<file path="config.mk">
export PLATFORM = sky130hd
export DESIGN_NAME = tap_instr_reg
export DESIGN_NICKNAME = d
export VERILOG_FILES = /design/src/rtl/tap_ir_pkg.sv /design/src/rtl/tap_ir_shift.sv /design/src/rtl/tap_ir_hold.sv /design/src/rtl/tap_ir_decode_logic.sv /design/src/rtl/tap_dr_out.sv /design/src/rtl/tap_instr_reg.sv
export SDC_FILE = /design/constraint.sdc
export NUM_CORES = 1
export LEC_CHECK = 0
export BUFFER_PORTS_ARGS = -buffer_cell sky130_fd_sc_hd__buf_4
export CAP_MARGIN = 5
export CORE_AREA = 2 2 39 41
export CTS_BUF_LIST = sky130_fd_sc_hd__clkbuf_2 sky130_fd_sc_hd__clkbuf_4 sky130_fd_sc_hd__clkbuf_8
export DETAILED_ROUTE_END_ITERATION = 12
export DIE_AREA = 0 0 41 43
export MAX_ROUTING_LAYER = met4
export PLACE_DENSITY = 0.71
export SYNTH_ARGS = -nofsm -noshare
export SYNTH_HDL_FRONTEND = slang
export SYNTH_HIERARCHICAL = 1
export SYNTH_SLANG_ARGS = --single-unit
export TNS_END_PERCENT = 5
</file>
<file path="constraint.sdc">
create_clock -name tck -period 1.59 [get_ports tck]
set_input_delay 0.0795 -clock tck [delete_from_list [all_inputs] [get_ports tck]]
set_output_delay 0.0795 -clock tck [all_outputs]
set_load 0.005 [all_outputs]
</file>
<file path="src/rtl/tap_ir_pkg.sv">
package tap_ir_pkg;

   typedef enum logic [1:0] {
      DR_BYPASS = 2'd0,
      DR_IDENT  = 2'd1,
      DR_BSCAN  = 2'd2
   } dr_sel_e;

   typedef struct packed {
      logic scan_drive;
      logic hold;
      logic hiz;
   } pin_ctl_t;

endpackage

</file>
<file path="src/rtl/tap_ir_shift.sv">
module tap_ir_shift #(
   parameter int              W       = 3,
   parameter logic [W-1:0]    CAP_PAT = W'(1)
) (
   input  logic         tck,
   input  logic         rst_n,
   input  logic         cap,
   input  logic         shf,
   input  logic         sdi,
   output logic [W-1:0] q
);
   always_ff @(posedge tck or negedge rst_n) begin
      if (!rst_n)   q <= CAP_PAT;
      else if (cap) q <= CAP_PAT;
      else if (shf) q <= {sdi, q[W-1:1]};
   end
endmodule

</file>
<file path="src/rtl/tap_ir_hold.sv">
module tap_ir_hold #(
   parameter int           W        = 3,
   parameter logic [W-1:0] RST_CODE = W'(1),
   parameter bit           ON_FALL  = 1'b1
) (
   input  logic         tck,
   input  logic         rst_n,
   input  logic         tlr,
   input  logic         upd,
   input  logic [W-1:0] d,
   output logic [W-1:0] q
);
   logic [W-1:0] nxt;

   always_comb begin
      nxt = q;
      if (tlr)      nxt = RST_CODE;
      else if (upd) nxt = d;
   end

   generate
      if (ON_FALL) begin : g_fall
         always_ff @(negedge tck or negedge rst_n) begin
            if (!rst_n) q <= RST_CODE;
            else        q <= nxt;
         end
      end else begin : g_rise
         always_ff @(posedge tck or negedge rst_n) begin
            if (!rst_n) q <= RST_CODE;
            else        q <= nxt;
         end
      end
   endgenerate
endmodule

</file>
<file path="src/rtl/tap_ir_decode_logic.sv">
module tap_ir_decode_logic
   import tap_ir_pkg::*;
#(
   parameter int           W           = 3,
   parameter logic [W-1:0] CODE_EXTEST = '0,
   parameter logic [W-1:0] CODE_IDCODE = W'(1),
   parameter logic [W-1:0] CODE_SAMPLE = W'(2),
   parameter logic [W-1:0] CODE_CLAMP  = W'(3),
   parameter logic [W-1:0] CODE_HIGHZ  = W'(4),
   parameter logic [W-1:0] CODE_BYPASS = '1
) (
   input  logic [W-1:0] instr,
   output dr_sel_e      sel,
   output pin_ctl_t     pins
);
   always_comb begin
      sel  = DR_BYPASS;
      pins = '0;
      case (instr)
         CODE_EXTEST: begin
            sel             = DR_BSCAN;
            pins.scan_drive = 1'b1;
         end
         CODE_SAMPLE: sel = DR_BSCAN;
         CODE_IDCODE: sel = DR_IDENT;
         CODE_CLAMP: begin
            pins.scan_drive = 1'b1;
            pins.hold       = 1'b1;
         end
         CODE_HIGHZ:  pins.hiz = 1'b1;
         CODE_BYPASS: sel = DR_BYPASS;
         default:     sel = DR_BYPASS;
      endcase
   end
endmodule

</file>
<file path="src/rtl/tap_dr_out.sv">
module tap_dr_out
   import tap_ir_pkg::*;
#(
   parameter bit ON_FALL = 1'b1
) (
   input  logic    tck,
   input  logic    rst_n,
   input  logic    cap_dr,
   input  logic    shf_dr,
   input  logic    shf_ir,
   input  logic    sdi,
   input  logic    ir_lsb,
   input  dr_sel_e sel,
   input  logic    ident_sdo,
   input  logic    bscan_sdo,
   output logic    byp_q,
   output logic    sdo,
   output logic    sdo_valid
);
   logic nxt_sdo, nxt_val;

   always_ff @(posedge tck or negedge rst_n) begin
      if (!rst_n)      byp_q <= 1'b0;
      else if (cap_dr) byp_q <= 1'b0;
      else if (shf_dr) byp_q <= sdi;
   end

   always_comb begin
      nxt_sdo = 1'b0;
      nxt_val = 1'b0;
      if (shf_ir) begin
         nxt_sdo = ir_lsb;
         nxt_val = 1'b1;
      end else if (shf_dr) begin
         nxt_val = 1'b1;
         case (sel)
            DR_IDENT: nxt_sdo = ident_sdo;
            DR_BSCAN: nxt_sdo = bscan_sdo;
            default:  nxt_sdo = byp_q;
         endcase
      end
   end

   generate
      if (ON_FALL) begin : g_fall
         always_ff @(negedge tck or negedge rst_n) begin
            if (!rst_n) begin
               sdo       <= 1'b0;
               sdo_valid <= 1'b0;
            end else begin
               sdo       <= nxt_sdo;
               sdo_valid <= nxt_val;
            end
         end
      end else begin : g_rise
         always_ff @(posedge tck or negedge rst_n) begin
            if (!rst_n) begin
               sdo       <= 1'b0;
               sdo_valid <= 1'b0;
            end else begin
               sdo       <= nxt_sdo;
               sdo_valid <= nxt_val;
            end
         end
      end
   endgenerate
endmodule

</file>
<file path="src/rtl/tap_instr_reg.sv">
module tap_instr_reg
   import tap_ir_pkg::*;
#(
   parameter int              IR_W           = 3,
   parameter logic [IR_W-1:0] CODE_EXTEST    = '0,
   parameter logic [IR_W-1:0] CODE_IDCODE    = IR_W'(1),
   parameter logic [IR_W-1:0] CODE_SAMPLE    = IR_W'(2),
   parameter logic [IR_W-1:0] CODE_CLAMP     = IR_W'(3),
   parameter logic [IR_W-1:0] CODE_HIGHZ     = IR_W'(4),
   parameter logic [IR_W-1:0] CODE_BYPASS    = '1,
   parameter logic [IR_W-1:0] CAPTURE_PAT    = IR_W'(1),
   parameter bit              UPDATE_ON_FALL = 1'b1,
   parameter bit              SDO_ON_FALL    = 1'b1
) (
   input  logic            tck,
   input  logic            rst_n,
   input  logic            st_tlr,
   input  logic            st_capture_ir,
   input  logic            st_shift_ir,
   input  logic            st_update_ir,
   input  logic            st_capture_dr,
   input  logic            st_shift_dr,
   input  logic            sdi,
   input  logic            ident_sdo,
   input  logic            bscan_sdo,
   output logic [IR_W-1:0] instr,
   output logic            sel_bypass,
   output logic            sel_ident,
   output logic            sel_bscan,
   output logic            pin_scan_drive,
   output logic            pin_hold,
   output logic            pin_hiz,
   output logic            sdo,
   output logic            sdo_valid
);
   generate
      if (IR_W < 2) begin : g_bad_width
         $error("tap_instr_reg: IR_W must be at least 2");
      end
      if (CAPTURE_PAT[1:0] != 2'b01) begin : g_bad_pattern
         $error("tap_instr_reg: capture pattern must end in 01");
      end
   endgenerate

   logic [IR_W-1:0] shift_q;
   logic            byp_q;
   dr_sel_e         sel;
   pin_ctl_t        pins;

   tap_ir_shift #(.W(IR_W), .CAP_PAT(CAPTURE_PAT)) u_shift (
      .tck(tck), .rst_n(rst_n), .cap(st_capture_ir), .shf(st_shift_ir),
      .sdi(sdi), .q(shift_q)
   );

   tap_ir_hold #(.W(IR_W), .RST_CODE(CODE_IDCODE), .ON_FALL(UPDATE_ON_FALL)) u_hold (
      .tck(tck), .rst_n(rst_n), .tlr(st_tlr), .upd(st_update_ir),
      .d(shift_q), .q(instr)
   );

   tap_ir_decode_logic #(
      .W(IR_W), .CODE_EXTEST(CODE_EXTEST), .CODE_IDCODE(CODE_IDCODE),
      .CODE_SAMPLE(CODE_SAMPLE), .CODE_CLAMP(CODE_CLAMP),
      .CODE_HIGHZ(CODE_HIGHZ), .CODE_BYPASS(CODE_BYPASS)
   ) u_dec (
      .instr(instr), .sel(sel), .pins(pins)
   );

   tap_dr_out #(.ON_FALL(SDO_ON_FALL)) u_out (
      .tck(tck), .rst_n(rst_n), .cap_dr(st_capture_dr), .shf_dr(st_shift_dr),
      .shf_ir(st_shift_ir), .sdi(sdi), .ir_lsb(shift_q[0]), .sel(sel),
      .ident_sdo(ident_sdo), .bscan_sdo(bscan_sdo), .byp_q(byp_q),
      .sdo(sdo), .sdo_valid(sdo_valid)
   );

   assign sel_bypass     = (sel == DR_BYPASS);
   assign sel_ident      = (sel == DR_IDENT);
   assign sel_bscan      = (sel == DR_BSCAN);
   assign pin_scan_drive = pins.scan_drive;
   assign pin_hold       = pins.hold;
   assign pin_hiz        = pins.hiz;
endmodule

</file>
==> impl_results.md <==
- Final nets: 92
- Initial drt markers: 3
- CTS root buf: clkbuf_4
- Synth-to-Final Area Change: 71.24%
- CTS Buf Count: 3
- Fillers: 127
- Post-synthesis register bit count: 9
- Bufs on Longest Clock Path: 2
- IO Port Bufs: 21
- Via count: 430
- Avg Cell Area, Syn: 11.03 sq um
- Via density: 4.574
- Yosys top cell area share: 21.11%
- Worst path max stage delay: 540 ps
- Normalized max-slew margin: 82.00%
- Critical path type: register to output pin
- Top fanout value on the critical path: 4
- Max IR drop VDD: 0.0004925 V
- Status: finished, violations left
- Cell family with the largest share of critical-path delay: flip-flops
- Die height: 43 microns
- Sink Count: 9
- Crit. End Element: output pin
- Critical Path Slowest Stage Cell: dfstp_2
- Synth area leader: dfrtn_1
- Post-CTS setup buffer count: 0
- WP data required: 1510 ps
- Fraction of layout cells with a size suffix above 1: 52.56%
- Initial antenna violation count: 0
- Hold Fails Final Rpt: 0
- Cell-internal power: 0.0004370 W
- Vias in the first global route: 416
- FF+latch area: 227.7 sq um
- Detail Route Antenna Nets: 0
- Synthesized cell area: 474.2 sq um
- Violated checks: negative setup slack
- Largest net degree at the start of global routing: 10
- Number of warnings issued by yosys: 6
- CTS tree: yes
- Site Rows: 14
- Hold/Removal Path Class: primary input to register
- 1st-pass router iterations: 2
- Core Area: 1384 sq um
- Post-synthesis sequential area ratio: 48.02%
- CP arrival: 2150 ps
- Clk pwr share: 29.9%
- Die ar.: 1763 sq um
- WHS: 80.53 ps
- Post-placement cell count: 87
- Gr ovfl total: 0
- Sw power: 0.0001526 W
- PD cells: 726.0 nW/um^2
- Final Slew Violations: 0
- Synth top area cells: dfrtn_1, dfrtp_1, dfstp_2
- Total GRT Usage: 15.57%
- H-tree levels: 1
- Number of remaining DRC errors: 0
- Endpoints failing setup: 12
- First-pass GRT wire length: 1.752 mm
- P_leak: 0.4209 nW
- Final non-filler cell area: 812.0 sq um
- WL per Instance: 11.66 microns
- Flop pwr share: 43.2%
- # IOs: 22
- Post-Route Setup TNS: -4624 ps
- Worst skew pair latency: 310 ps
- Final cell count without fillers: 94
- Clock Skews: 55.85 ps
- Gpl congestion: 0.6849
- Worst Tran Pin Value: 270.0 ps
- Synth unique cells: 18
- Post-Syn Nets: 56
- Initial core utilization: 34.27%
- Worst-path cell chain: nor3b_4, and2b_2, buf_6
- DIE WIDTH: 41 microns
- Clk slew on worst S/H paths: 60 ps
- Max cap viols: 0
- Worst setup margin: -635.6 ps
- ANT cells: 0
- Buf+Inv Stages, Crit Path: 1
- Sw frac: 25.88%
- Syn Inst Count: 43
- Placed Area: 715.7 sq um
- WL final: 1.096 mm
- Unrepaired setup endpoints after global routing: true
- Area of the multi-input gates: 271.5 sq um
- Combinational power share: 26.9%
- Startpoint type of the worst setup path: register
- Worst slack at placement: -322.1 ps
-- cells by family (layout without fill, tap and decap cells) --
family	count (synthesis)	after routing	share of synthesized area (%)
muxes	5	5	10.55
DFF	9	9	48.02
adders and majority gates	2	2	5.276
AOI/OAI and AO/OA	4	4	10.29
and+or+nand+nor	18	18	20.84
buffers and inverters	4	39	3.165
xor gates and xnor gates	1	1	1.847
-- area by class of cell --
| cell class | count | share of cell area (%) |
|---|---|---|
| multi-input combinational | 30 | 33.44 |
| timing repair buffer | 31 | 30.97 |
| sequential | 9 | 28.04 |
| clock buffer | 3 | 2.773 |
| tap | 16 | 2.465 |
| inverter | 3 | 1.387 |
| clock inverter | 2 | 0.9245 |
-- routing by layer --
metal,wire [microns],GRT usage (%)
met2,552,21.56
met4,38,14.00
met3,83,2.094
met1,421,18.58
met5,0,-
-- power by group through the flow --
| stage | combinational (W) | clock [W] | sequential, W |
|---|---|---|---|
| 6_report | 0.000158 | 0.000176 | 0.000255 |
| 3_3_place_gp | 0.000131 | 0.00000787 | 0.000258 |
| 4_1_cts | 0.000146 | 0.000187 | 0.000255 |
| 2_1_floorplan | 0.0000552 | 0.00000787 | 0.000259 |
| 3_5_place_dp | 0.000134 | 0.00000787 | 0.000259 |
| 5_1_grt | 0.000174 | 0.000196 | 0.000257 |
-- tightest hold or removal path: cells and delay by family --
family	cells	cell delay, ps
buf+inv	1	80
mux	1	60
simple gates	1	80
-- final timing paths --
path,cells after the start,from,endpoint,slack (ps)
max in group asynchronous,2,rst_n,u_hold/q[0],450
min in group asynchronous,2,rst_n,u_shift/q[1],190
min reg2reg,1,u_shift/q[1],u_shift/q[0],520
max reg2reg,6,u_hold/q[0],u_out/sdo,-140
min,3,sdi,u_shift/q[2],80
max,3,u_hold/q[0],sel_ident,-640
-- synth_stat cells --
master and count:
inv_1 3, or2_1 1, dfstp_2 2, dfrtp_1 3, dfrtn_1 4, nor3b_1 2, a221oi_2 1, xor2_1 1
nor2b_1 4, nand2_1 1, mux2i_1 5, nor2_1 8, ha_1 2, a211o_1 2, and3b_2 1, inv_2 1
and2b_2 1, o41ai_2 1
-- state kept, by name, indices dropped and copies added (netlist names) --
name / cells
u_out/sdo_valid: 1
u_shift/q: 3
u_out/byp_q: 1
u_out/sdo: 1
u_hold/q: 3
-- stage by stage --
| stage | utilization (%) | total power [W] |
|---|---|---|
| finish | 58.68 | 0.0005895 |
| global route | 58.68 | 0.0006267 |
| CTS | 56.96 | 0.0005882 |
| detailed placement | 51.72 | 0.0004007 |
| global placement | 51.72 | 0.0003973 |
| floorplan | - | 0.0003221 |
-- repair_timing --
action | 4_1_cts | 5_1_grt
resized for setup | 2 | 4
hold endpoints to repair | 7 | 0
endpoints found under the setup margin | 12 | 12
hold buffers | 3 | 0
-- cell usage in the layout, fill, tap and decap left out --
master         count
a211o_1            2
a221oi_4           1
and2b_2            1
and3b_2            1
buf_4             25
buf_6              3
clkbuf_4           3
dfrtn_1            4
dfrtp_1            3
dfstp_2            2
dlygate4sd3_1      3
ha_1               1
ha_4               1
inv_1              4
inv_2              1
mux2i_1            5
nand2_1            1
nor2_1             8
nor2b_1            4
nor3b_2            1
nor3b_4            1
o41ai_2            1
or2_1              1
xor2_1             1
(Power assumes the default switching activity.)
